$ cat config.mk
export PLATFORM = sky130hd
export DESIGN_NAME = mant_norm
export DESIGN_NICKNAME = d
export VERILOG_FILES = /design/src/rtl/mant_norm_pkg.sv /design/src/rtl/mn_lead_one.sv /design/src/rtl/mn_prio_enc.sv /design/src/rtl/mn_lshift.sv /design/src/rtl/mant_norm.sv
export SDC_FILE = /design/constraint.sdc
export NUM_CORES = 1
export LEC_CHECK = 0
export ABC_AREA = 1
export BUFFER_PORTS_ARGS = -buffer_cell sky130_fd_sc_hd__buf_2
export CAP_MARGIN = 20
export CORE_MARGIN = 2
export CORE_UTILIZATION = 26
export DETAILED_ROUTE_END_ITERATION = 12
export MAX_ROUTING_LAYER = met4
export RECOVER_POWER = 100
export SLEW_MARGIN = 20
export SYNTH_ARGS = -nofsm -noshare
export SYNTH_HDL_FRONTEND = slang
export SYNTH_SLANG_ARGS = --single-unit
$ cat constraint.sdc
create_clock -name vclk -period 6.2
set_clock_uncertainty 0.2 [all_clocks]
set_input_delay 0.93 -clock vclk [all_inputs]
set_output_delay 0.93 -clock vclk [all_outputs]
set_load 0.1 [all_outputs]
$ cat src/rtl/mant_norm_pkg.sv
package mant_norm_pkg;
  // Width of a shift count able to address every bit of a w-bit word
  function automatic int cnt_w(input int w);
    return (w < 2) ? 1 : $clog2(w);
  endfunction
endpackage

$ cat src/rtl/mn_lead_one.sv
module mn_lead_one #(
  parameter int W = 16
) (
  input  logic [W-1:0] vec_i,
  output logic [W-1:0] hot_o
);
  for (genvar i = 0; i < W; i++) begin : g_bit
    if (i == W - 1) begin : g_top
      assign hot_o[i] = vec_i[i];
    end else begin : g_low
      assign hot_o[i] = vec_i[i] & ~(|vec_i[W-1:i+1]);
    end
  end

  always_comb begin
    AST_LOD_ONEHOT: assert ($onehot0(hot_o));
    AST_LOD_ZERO: assert ((hot_o == '0) == (vec_i == '0));
  end
endmodule

$ cat src/rtl/mn_prio_enc.sv
module mn_prio_enc #(
  parameter int W  = 16,
  parameter int CW = 4
) (
  input  logic [W-1:0]  hot_i,
  output logic [CW-1:0] cnt_o
);
  // count measured from the MSB: equals the left shift needed
  always_comb begin
    cnt_o = '0;
    for (int i = 0; i < W; i++) begin
      if (hot_i[i]) cnt_o = cnt_o | CW'(W - 1 - i);
    end
  end

  always_comb begin
    AST_ENC_MSB_ZERO: assert (!hot_i[W-1] || cnt_o == '0);
  end
endmodule

$ cat src/rtl/mn_lshift.sv
module mn_lshift #(
  parameter int W  = 16,
  parameter int CW = 4
) (
  input  logic [W-1:0]  data_i,
  input  logic [CW-1:0] amt_i,
  output logic [W-1:0]  data_o
);
  logic [CW:0][W-1:0] stg;

  assign stg[0] = data_i;
  for (genvar k = 0; k < CW; k++) begin : g_stage
    localparam int STEP = 1 << k;
    assign stg[k+1] = amt_i[k] ? (stg[k] << STEP) : stg[k];
  end
  assign data_o = stg[CW];

  always_comb begin
    AST_FILL_ZERO: assert ((data_o & ~({W{1'b1}} << amt_i)) == '0);
  end
endmodule

$ cat src/rtl/mant_norm.sv
module mant_norm
  import mant_norm_pkg::*;
#(
  parameter int MANT_W  = 16,
  parameter int EXP_W   = 8,
  parameter bit REG_OUT = 1'b0
) (
  input  logic                      clk_i,
  input  logic                      rst_ni,
  input  logic [MANT_W-1:0]         mant_i,
  input  logic [EXP_W-1:0]          exp_i,
  output logic [MANT_W-1:0]         mant_o,
  output logic [cnt_w(MANT_W)-1:0]  shift_o,
  output logic [EXP_W-1:0]          exp_o,
  output logic                      zero_o,
  output logic                      uflow_o
);
  localparam int CW = cnt_w(MANT_W);

  logic [MANT_W-1:0] hot;
  logic [CW-1:0]     amt;
  logic [MANT_W-1:0] norm;
  logic [EXP_W:0]    diff;
  logic              zero_c;

  mn_lead_one #(.W(MANT_W)) u_lod (
    .vec_i (mant_i),
    .hot_o (hot)
  );

  mn_prio_enc #(.W(MANT_W), .CW(CW)) u_enc (
    .hot_i (hot),
    .cnt_o (amt)
  );

  mn_lshift #(.W(MANT_W), .CW(CW)) u_shf (
    .data_i (mant_i),
    .amt_i  (amt),
    .data_o (norm)
  );

  assign zero_c = (hot == '0);
  // one guard bit catches the borrow out of the exponent
  assign diff = {1'b0, exp_i} - (EXP_W + 1)'(amt);

  if (REG_OUT) begin : g_reg
    always_ff @(posedge clk_i or negedge rst_ni) begin
      if (!rst_ni) begin
        mant_o  <= '0;
        shift_o <= '0;
        exp_o   <= '0;
        zero_o  <= 1'b1;
        uflow_o <= 1'b0;
      end else begin
        mant_o  <= norm;
        shift_o <= amt;
        exp_o   <= diff[EXP_W-1:0];
        zero_o  <= zero_c;
        uflow_o <= diff[EXP_W];
      end
    end
  end else begin : g_comb
    assign mant_o  = norm;
    assign shift_o = amt;
    assign exp_o   = diff[EXP_W-1:0];
    assign zero_o  = zero_c;
    assign uflow_o = diff[EXP_W];
  end

  AST_NORM_MSB: assert property (@(posedge clk_i) disable iff (!rst_ni)
    !zero_o |-> mant_o[MANT_W-1]);
  AST_ZERO_QUIET: assert property (@(posedge clk_i) disable iff (!rst_ni)
    zero_o |-> (mant_o == '0 && shift_o == '0 && !uflow_o));
  AST_UFLOW_ORDER: assert property (@(posedge clk_i) disable iff (!rst_ni)
    uflow_o |-> (exp_o > ~shift_o || shift_o != '0));
endmodule

==> impl_metrics.sql <==
INSERT INTO impl_metrics (metric_group, metric, value, unit) VALUES
('outcome', 'run_status', 'complete, no violations', ''),
('die', 'die_area', '0.00632', 'mm^2'),
('global_route', 'globalRouteTotalUtil', '15.1', '%'),
('timing', 'final_period_demand_of_the_worst_path', '5310', 'ps'),
('cells_and_area', 'drive_above_1_share', '19.2', '%'),
('global_route', 'met1_usage', '19.8', '%'),
('global_route', 'grt_first_pass_wirelength', '7890', 'um'),
('timing', 'timing.final.crit_share', '85.7', '%'),
('routing', 'detailedRoute.firstPassIterationCount', '4', ''),
('power_and_ir_drop', 'ir_drop', '95.3', 'uV'),
('routing', 'average_wire_length_per_cell_after_detail_routing', '11.7', 'um'),
('timing', 'maxSlewHeadroom', '20.8', '%'),
('die', 'floorplan.die.height', '79.5', 'um'),
('routing', 'dr.first_iter.drc_count', '201', ''),
('global_route', 'globalRouteMet2Util', '26.7', '%'),
('die', 'pin_count', '56', ''),
('setup_path', 'worstSetupPathType', 'primary input to output port', ''),
('synth', 'post_synth_instance_area', '0.00148', 'mm^2'),
('place', 'routabilityCongestion', '0.923', ''),
('synth', 'synth.yosys.seq_area_share', '0', '%'),
('clock_tree', 'post-cts-setup-buffer-count', '0', ''),
('power_and_ir_drop', 'net-switching-power', '228', 'uW'),
('synth', 'synth.yosys.warnings', '0', ''),
('timing', 'fin_setup_tns', '0', 'ps'),
('timing', 'min_setup_slack_post_route', '887', 'ps'),
('cells_and_area', 'fillers', '653', ''),
('setup_path', 'crit_path_frequent_cell', 'nand2_1', ''),
('place', 'detailed_placer_s_ending_hpwl', '3790', 'um'),
('place', 'input_output_buffers', '54', ''),
('clock_tree', 'cts_hold_buffers', '0', ''),
('setup_path', 'crit_family', 'buffers and inverters', ''),
('routing', 'detailroute.via_count', '1935', ''),
('timing', 'rsz0062_at_grt', 'no', ''),
('power_and_ir_drop', 'power.share.clock', '0', '%'),
('setup_path', 'timing.critical_path.cells', 'buf_2 > nor2_4 > nand2_4 > nor2_8 > nand3_1 > nand2_1 > inv_2 > nand2_1 > inv_2 > nand2_4 > inv_2 > ha_1 > nand3b_1 > and2_1 > inv_1 > nand2_1 > nand2_1 > xor2_1 > clkbuf_1', ''),
('timing', 'timing.final.hold_violations', '0', ''),
('setup_path', 'worst-path-stages', '19', ''),
('global_route', 'first_global_vias', '1759', ''),
('cells_and_area', 'fin_area', '0.00175', 'mm^2'),
('power_and_ir_drop', 'sw_frac_of_total', '83.8', '%'),
('power_and_ir_drop', 'internal_power', '43.9', 'uW'),
('routing', 'via_per_inst', '4.90', ''),
('synth', 'synthesis.nets', '308', ''),
('timing', 'maxClockFrequency', '0.188', 'GHz'),
('cells_and_area', 'layout-area-overhead-vs-synth', '17.9', '%'),
('timing', 'tightestPinTransition', '1190', 'ps'),
('setup_path', 'crit_start', 'mant_i[15]', ''),
('die', 'num_rows', '27', ''),
('routing', 'antenna_left', '0', ''),
('cells_and_area', 'net_total_in_the_final_layout', '356', ''),
('synth', 'syn_inst', '277', ''),
('cells_and_area', 'n_clock_buffer', '0', ''),
('setup_path', 'crit_required', '5070', 'ps'),
('synth', 'post_synth.cell_area_avg', '5.35', 'um^2'),
('setup_path', 'worstSetupEndpoint', 'exp_o[5]', ''),
('setup_path', 'cpPeakStageDelay', '880', 'ps'),
('die', 'floorplan.initialDensity', '26.9', '%'),
('power_and_ir_drop', 'combinationalPowerShare', '100.0', '%'),
('routing', 'drt-total-wl', '4630', 'um'),
('global_route', 'global_route.usage.met3', '0.566', '%'),
('run', 'max_capacitance_violation_total', '0', ''),
('setup_path', 'worstPathMaxFanout', '17', ''),
('place', 'post-place-ws', '1310', 'ps'),
('power_and_ir_drop', 'power_leakage', '0.000923', 'uW'),
('die', 'fp.dieW', '79.5', 'um'),
('setup_path', 'crit_path_end_kind', 'output port', ''),
('place', 'post_dp_cell_area', '0.00179', 'mm^2'),
('timing', 'final-setup-viol-count', '0', ''),
('clock_tree', 'cts_resized', '0', ''),
('setup_path', 'worst_path_max_delay_cell', 'clkbuf_1', ''),
('global_route', 'grt_max_usage_layer', 'met2', '');
-- worst min-delay path, cell delays in order --
cell,delay (ps)
buf_2,110
xnor2_1,70
buf_2,280
-- area by class of cell --
type / count / area share (%)
repair buffers: 54 / 13.6
inverters: 37 / 7.95
well taps: 72 / 5.15
multi-input cells: 232 / 73.3
-- Yosys cell counts (all sizes together) --
cell type | count | area (um^2)
nand2 | 80 | 348
nand3 | 55 | 308
nor2 | 39 | 219
inv | 36 | 135
nand4 | 23 | 150
buf | 7 | 52.5
nor3 | 6 | 30.0
o21ai | 5 | 25.0
a21oi | 4 | 20.0
ha | 4 | 50.1
xnor2 | 4 | 35.0
nand3b | 3 | 22.5
o31ai | 2 | 15.0
and2 | 1 | 6.26
clkbuf | 1 | 3.75
clkinv | 1 | 3.75
fa | 1 | 20.0
nor4 | 1 | 6.26
o2111ai | 1 | 8.76
o41ai | 1 | 8.76
or2 | 1 | 6.26
xor2 | 1 | 8.76
-- kinds of logic after synthesis --
kind of cell / Yosys count / synth area share [%]
simple gates: 209 / 73.9
fa+ha+maj: 5 / 4.73
buf+inv: 45 / 13.2
compound gates: 13 / 5.23
xor+xnor: 5 / 2.95
-- metrics by stage --
step	cells	hold slack, ps	util (%)	power [uW]
6_report	395	2120	31.7	272
3_3_place_gp	395	2070	32.4	276
5_1_grt	395	2140	31.7	290
3_5_place_dp	395	2080	32.4	277
4_1_cts	395	2080	32.4	278
2_1_floorplan	277	2000	-	232
-- power by group through the flow --
stage / sequential, uW / clock [uW] / combinational [uW]
4_1_cts: 0 / 0 / 278
3_5_place_dp: 0 / 0 / 277
6_report: 0 / 0 / 272
5_1_grt: 0 / 0 / 290
3_3_place_gp: 0 / 0 / 276
2_1_floorplan: 0 / 0 / 232
-- how the worst min path moves through the flow --
stage / from / end / depth (start not counted)
CTS: exp_i[7] / uflow_o / 3
global route: exp_i[4] / exp_o[4] / 3
global placement: exp_i[7] / uflow_o / 3
finish: exp_i[4] / exp_o[4] / 3
detailed placement: exp_i[7] / uflow_o / 3
floorplan: exp_i[7] / uflow_o / 1
-- layout by cell type, fill, tap and decap left out --
cell,synthesis,layout
a21oi_1,4,4
and2_1,1,1
buf_2,3,28
clkbuf_1,1,26
clkinv_1,1,1
fa_1,1,1
ha_1,4,4
inv_1,28,28
inv_2,8,8
nand2_1,69,69
nand2_2,7,7
nand2_4,4,4
nand3_1,50,50
nand3_2,4,4
nand3_4,1,1
nand3b_1,3,3
nand4_1,22,23
nor2_1,29,29
nor2_2,4,4
nor2_4,4,4
nor2_8,2,2
nor3_1,6,6
nor4_1,1,1
o2111ai_1,1,1
o21ai_0,3,4
o21ai_1,2,1
o31ai_1,2,2
o41ai_1,1,1
or2_1,1,1
xnor2_1,4,4
xor2_1,1,1
-- layer usage --
| metal | share of wire, % | vias to the layer above |
|---|---|---|
| met1 | 47 | 845 |
| met5 | 0 | - |
| met4 | 1.1 | 0 |
| met2 | 46 | 59 |
| li1 | - | 1025 |
| met3 | 5.7 | 6 |
(Power assumes the default switching activity.)
